[config.mk]
export PLATFORM = sky130hd
export DESIGN_NAME = link_session_ctrl
export DESIGN_NICKNAME = d
export VERILOG_FILES = /design/src/rtl/link_session_pkg.sv /design/src/rtl/lsc_hs_timer.sv /design/src/rtl/lsc_next_phase.sv /design/src/rtl/lsc_strobes.sv /design/src/rtl/link_session_ctrl.sv
export SDC_FILE = /design/constraint.sdc
export NUM_CORES = 1
export LEC_CHECK = 0
export BUFFER_PORTS_ARGS = -buffer_cell sky130_fd_sc_hd__buf_4
export CAP_MARGIN = 5
export CORE_MARGIN = 5
export CORE_UTILIZATION = 30
export CTS_BUF_LIST = sky130_fd_sc_hd__clkbuf_4
export DETAILED_ROUTE_END_ITERATION = 10
export REMOVE_ABC_BUFFERS = 1
export SLEW_MARGIN = 20
export SYNTH_ARGS = -nofsm -noshare
export SYNTH_HDL_FRONTEND = slang
export SYNTH_HIERARCHICAL = 1
export SYNTH_SLANG_ARGS = --single-unit
[constraint.sdc]
create_clock -name clk -period 3.5 [get_ports clk]
set_input_delay 0.175 -clock clk [delete_from_list [all_inputs] [get_ports clk]]
set_output_delay 0.175 -clock clk [all_outputs]
set_load 0.01 [all_outputs]
[src/rtl/link_session_pkg.sv]
package link_session_pkg;

  localparam int unsigned NUM_PHASES = 4;

  typedef logic [NUM_PHASES-1:0] phase_t;

  // One-hot codes; bit positions match the lamp bus.
  localparam phase_t PH_REST  = 4'b0001;
  localparam phase_t PH_HSHK  = 4'b0010;
  localparam phase_t PH_SESS  = 4'b0100;
  localparam phase_t PH_SHUT  = 4'b1000;

endpackage

[src/rtl/lsc_hs_timer.sv]
module lsc_hs_timer #(
  parameter int unsigned CNT_W = 8
) (
  input  logic             clk,
  input  logic             rst,
  input  logic             in_hshk,
  input  logic [CNT_W-1:0] limit,
  output logic             expired
);

  localparam logic [CNT_W-1:0] CNT_MAX = {CNT_W{1'b1}};

  logic [CNT_W-1:0] elapsed_q;

  // Counts cycles already spent in the handshake phase.
  always_ff @(posedge clk) begin
    if (rst || !in_hshk) begin
      elapsed_q <= '0;
    end else if (elapsed_q != CNT_MAX) begin
      elapsed_q <= elapsed_q + 1'b1;
    end
  end

  // Current cycle is the last allowed one; a zero limit acts as one.
  logic [CNT_W:0] next_count;
  assign next_count = {1'b0, elapsed_q} + {{CNT_W{1'b0}}, 1'b1};
  assign expired    = in_hshk && (next_count >= {1'b0, limit});

endmodule

[src/rtl/lsc_next_phase.sv]
module lsc_next_phase
  import link_session_pkg::*;
(
  input  phase_t cur,
  input  logic   start_cmd,
  input  logic   link_ok,
  input  logic   hs_expired,
  input  logic   xfer_done,
  input  logic   abort_req,
  input  logic   term_done,
  output phase_t nxt
);

  always_comb begin
    unique case (cur)
      PH_REST: nxt = start_cmd ? PH_HSHK : PH_REST;
      PH_HSHK: begin
        if (link_ok)         nxt = PH_SESS;
        else if (hs_expired) nxt = PH_SHUT;
        else                 nxt = PH_HSHK;
      end
      PH_SESS: nxt = (xfer_done || abort_req) ? PH_SHUT : PH_SESS;
      PH_SHUT: nxt = term_done ? PH_REST : PH_SHUT;
      default: nxt = PH_REST;  // any non-one-hot code recovers
    endcase
  end

endmodule

[src/rtl/lsc_strobes.sv]
module lsc_strobes
  import link_session_pkg::*;
(
  input  logic   clk,
  input  logic   rst,
  input  phase_t cur,
  input  phase_t nxt,
  output logic   open_q,
  output logic   close_q
);

  logic open_d;
  logic close_d;

  assign open_d  = (nxt == PH_SESS) && (cur == PH_HSHK);
  assign close_d = (nxt == PH_REST) && (cur == PH_SHUT);

  always_ff @(posedge clk) begin
    if (rst) begin
      open_q  <= 1'b0;
      close_q <= 1'b0;
    end else begin
      open_q  <= open_d;
      close_q <= close_d;
    end
  end

endmodule

[src/rtl/link_session_ctrl.sv]
module link_session_ctrl
  import link_session_pkg::*;
#(
  parameter int unsigned CNT_W = 8
) (
  input  logic             clk,
  input  logic             rst,
  input  logic             start_cmd,
  input  logic             link_ok,
  input  logic             xfer_done,
  input  logic             abort_req,
  input  logic             term_done,
  input  logic [CNT_W-1:0] hs_limit,
  output logic [3:0]       lamp,
  output logic             sess_open,
  output logic             sess_close
);

  phase_t phase_q;
  phase_t phase_d;
  logic   hs_expired;

  lsc_hs_timer #(.CNT_W(CNT_W)) u_timer (
    .clk     (clk),
    .rst     (rst),
    .in_hshk (phase_q == PH_HSHK),
    .limit   (hs_limit),
    .expired (hs_expired)
  );

  lsc_next_phase u_next (
    .cur        (phase_q),
    .start_cmd  (start_cmd),
    .link_ok    (link_ok),
    .hs_expired (hs_expired),
    .xfer_done  (xfer_done),
    .abort_req  (abort_req),
    .term_done  (term_done),
    .nxt        (phase_d)
  );

  always_ff @(posedge clk) begin
    if (rst) phase_q <= PH_REST;
    else     phase_q <= phase_d;
  end

  lsc_strobes u_strobes (
    .clk     (clk),
    .rst     (rst),
    .cur     (phase_q),
    .nxt     (phase_d),
    .open_q  (sess_open),
    .close_q (sess_close)
  );

  assign lamp = phase_q;

endmodule

==> metrics <==
status=completed; reported net switching power=64.29 uW; actual slew at the worst max-slew pin=0.3842 ns; area delta synth->final=22.56%; kind of cell adding the most delay to the critical path=simple AND/OR/NAND/NOR gates; Final Critical Period=3.067 ns; Final ANT Viol Nets=0; Hold Crit Class=primary input to flop; Synth Area in XOR/XNOR=0.06740; max incr delay on CP=0.49 ns; Yosys top cell by area=dfxtp_1; number of core rows=20; GRT overflow=0; initial antenna violation count=0; period utilization=0.8762; DRC=0; HPWL after DPL=1470 um; Final Hold Vio Count=0; Clk network pwr share=0.291; slew margin rel.=0.7435; Leakage=0.0005031 uW; top-area cell type share of the netlist area=0.3081; Cell Area, Synth=909.6 um^2; total global-route track usage=0.09599; CP Cell Sequence=ha_1 -> nand3_2 -> nor2_1 -> xor2_1 -> ha_1 -> a21oi_1 -> o21ai_0 -> a21oi_1 -> o21ai_0 -> or4b_1 -> a21oi_1 -> o21a_1 -> or4_1 -> nor3_1; RD Place Congestion=0.8183; max cap viols=0; H-tree depth=1; combinational share of power=0.127; yosys warns=6; clk buf depth=2; clock transition at the registers of the reported paths=0.08 ns; Initial Util=0.3055; Power Total=287.0 uW; fin util=0.3744; crit start category=flop; Port Buf Inserts=20; Final WS setup=0.4333 ns; number of hold buffers added after cts=0; CP bufs+invs=0; worst path arrival time=3.26 ns; post-DR vias/cell=4.811; share of cells above drive strength 1=0.2061; Mapped Cells=110; total core area=2978 um^2; largest family of logic cells by synthesized area=simple AND/OR/NAND/NOR gates; PD cells=257.5 nW/um^2; highest clock rate=326.1 MHz; fillcell total=319; cell mode on critical path=a21oi_1; RSZ-0062 raised after global routing=false; DR vias=789; vias in the first global route=751; Synth area leaders=dfxtp_1, ha_1, nor2_1; Worst Path Max Fanout=5; TritonCTS clock tree=yes; Seq cells post-synth=14; VDD IR max=191.3 uV; Worst setup EP type=flop; chip height=65.07 um; simple-gate share of the synthesized area=0.3425; first-pass GRT wire length=3187 um; crit path kind=flop to flop; CTS resizes=0; pre-CTS WS=0.4158 ns; die span in x=65.07 um; Avg Cell Area, Syn=8.269 um^2; num ports=21; Die Area=4233 um^2; Critical Path Slowest Stage Cell=or4_1; total negative slack=0 ns; sequential fraction of the synthesis area=0.3081; buffer count from post-CTS setup fixing=0; Worst EP required=3.69 ns; CTS Buf Count=3; # setup viols final=0; Synth Area in Adders=0.1238; pin count of the biggest net entering global routing=13; WL final=1780 um; Netlist cell types=34; mux cell area share after synthesis=0.01100; cell-internal power=222.7 uW; net count reported at finish=157; drt wl/cell=10.85 um; Clk Latency, worst-skew pair=0.27 ns; Seq pwr share=0.582; fin. max-slew vios=0; clock sink total=14; Net Sw Frac=0.2240; TritonRoute pass-1 iters=4; Iter 0 DRT Violations=11; ant diodes=0; WHS=0.1073 ns; Compound-Gate Fraction of Synth Area=0.1004; Worst Skew=0.007034 ns; Root Driver=clkbuf_4
==> layer usage <==
metal,share of wire,track usage,vias to the layer above
li1,-,-,426
met1,0.49,0.1238,355
met2,0.47,0.1507,6
met3,0.031,0.03640,2
met4,0.0045,0.02332,0
met5,0,0,-
==> cells in the final DEF, fill, tap and decap left out, drive strengths merged <==
| master | synthesis | final |
|---|---|---|
| nor4b | 2 | 2 |
| or4bb | 1 | 1 |
| nor4 | 1 | 1 |
| or4b | 1 | 1 |
| or3b | 1 | 1 |
| and3b | 2 | 2 |
| xnor2 | 2 | 2 |
| a31oi | 1 | 1 |
| nand4bb | 1 | 1 |
| a21oi | 5 | 5 |
| o21ba | 1 | 1 |
| nor2 | 14 | 14 |
| buf | 1 | 20 |
| dfxtp | 14 | 14 |
| o32a | 1 | 1 |
| ha | 9 | 9 |
| or4 | 1 | 1 |
| nor2b | 4 | 4 |
| o21a | 1 | 1 |
| mux2i | 1 | 1 |
| nand4 | 1 | 1 |
| inv | 9 | 9 |
| a211oi | 1 | 1 |
| o21ai | 5 | 5 |
| nand3 | 2 | 2 |
| nand2 | 8 | 8 |
| clkbuf | 1 | 3 |
| or2 | 1 | 1 |
| nand2b | 3 | 3 |
| nor3 | 10 | 10 |
| xor2 | 5 | 5 |
==> area by class of cell <==
type,instances,area (um^2),area share
well taps,33,41.29,0.03704
repair buffers,20,150.1,0.1347
inverters,9,33.78,0.03030
multi-input cells,85,586.8,0.5264
clock buffers,3,22.52,0.02020
flip-flops and latches,14,280.3,0.2514
==> power groups by stage <==
stage | logic (uW) | registers [uW] | clock network [uW]
after CTS | 36.9 | 167 | 89.1
after global routing | 41.6 | 168 | 98.5
after global placement | 35.9 | 170 | 0
after detailed placement | 36.7 | 171 | 0
final | 36.6 | 167 | 83.4
after floorplan | 16.2 | 170 | 0
==> kinds of logic (layout without fill, tap and decap cells) <==
group	after synthesis	after routing
flops	14	14
compound gates	15	15
simple gates	53	53
mux	1	1
buf+inv	11	32
xor+xnor	7	7
fa+ha+maj	9	9
==> worst paths after layout <==
| kind | from | endpoint | slack, ns | cells after the start |
|---|---|---|---|---|
| max | u_timer/elapsed_q[0]$_SDFFE_PP0N_ | u_strobes/open_q$_SDFF_PP0_ | 0.43 | 14 |
| min reg2reg | u_timer/elapsed_q[6]$_SDFFE_PP0N_ | u_timer/elapsed_q[6]$_SDFFE_PP0N_ | 0.55 | 2 |
| min | rst | lamp[3]$_SDFF_PP0_ | 0.11 | 2 |
| max reg2reg | u_timer/elapsed_q[0]$_SDFFE_PP0N_ | u_strobes/open_q$_SDFF_PP0_ | 0.43 | 14 |
==> metrics by stage <==
stage	cells	cell area (um^2)
floorplan	108	900.9
global placement	161	1092
detailed placement	161	1092
CTS	164	1115
global route	164	1115
finish	164	1115
==> state kept, by name, summed over array words and instances (netlist names) <==
signal	flops
u_strobes/close_q	1
u_timer/elapsed_q	8
lamp	4
u_strobes/open_q	1
==> synth_stat cells <==
cell type / n
a31oi_1: 1
nand2b_1: 3
nor4b_1: 1
xnor2_1: 2
nor4b_2: 1
xor2_1: 5
o32a_1: 1
nand4bb_1: 1
mux2i_1: 1
nor3_4: 1
nand2_1: 8
and3b_1: 2
a21oi_1: 5
inv_1: 9
nand3_1: 1
or4_1: 1
or3b_1: 1
ha_1: 9
nand3_2: 1
or2_1: 1
or4bb_1: 1
clkbuf_2: 1
buf_1: 1
o21ai_0: 5
nor2b_1: 4
dfxtp_1: 14
nor2_1: 14
or4b_1: 1
nand4_1: 1
nor4_1: 1
a211oi_1: 1
o21ba_2: 1
o21a_1: 1
nor3_1: 9
(Power assumes the default switching activity.)
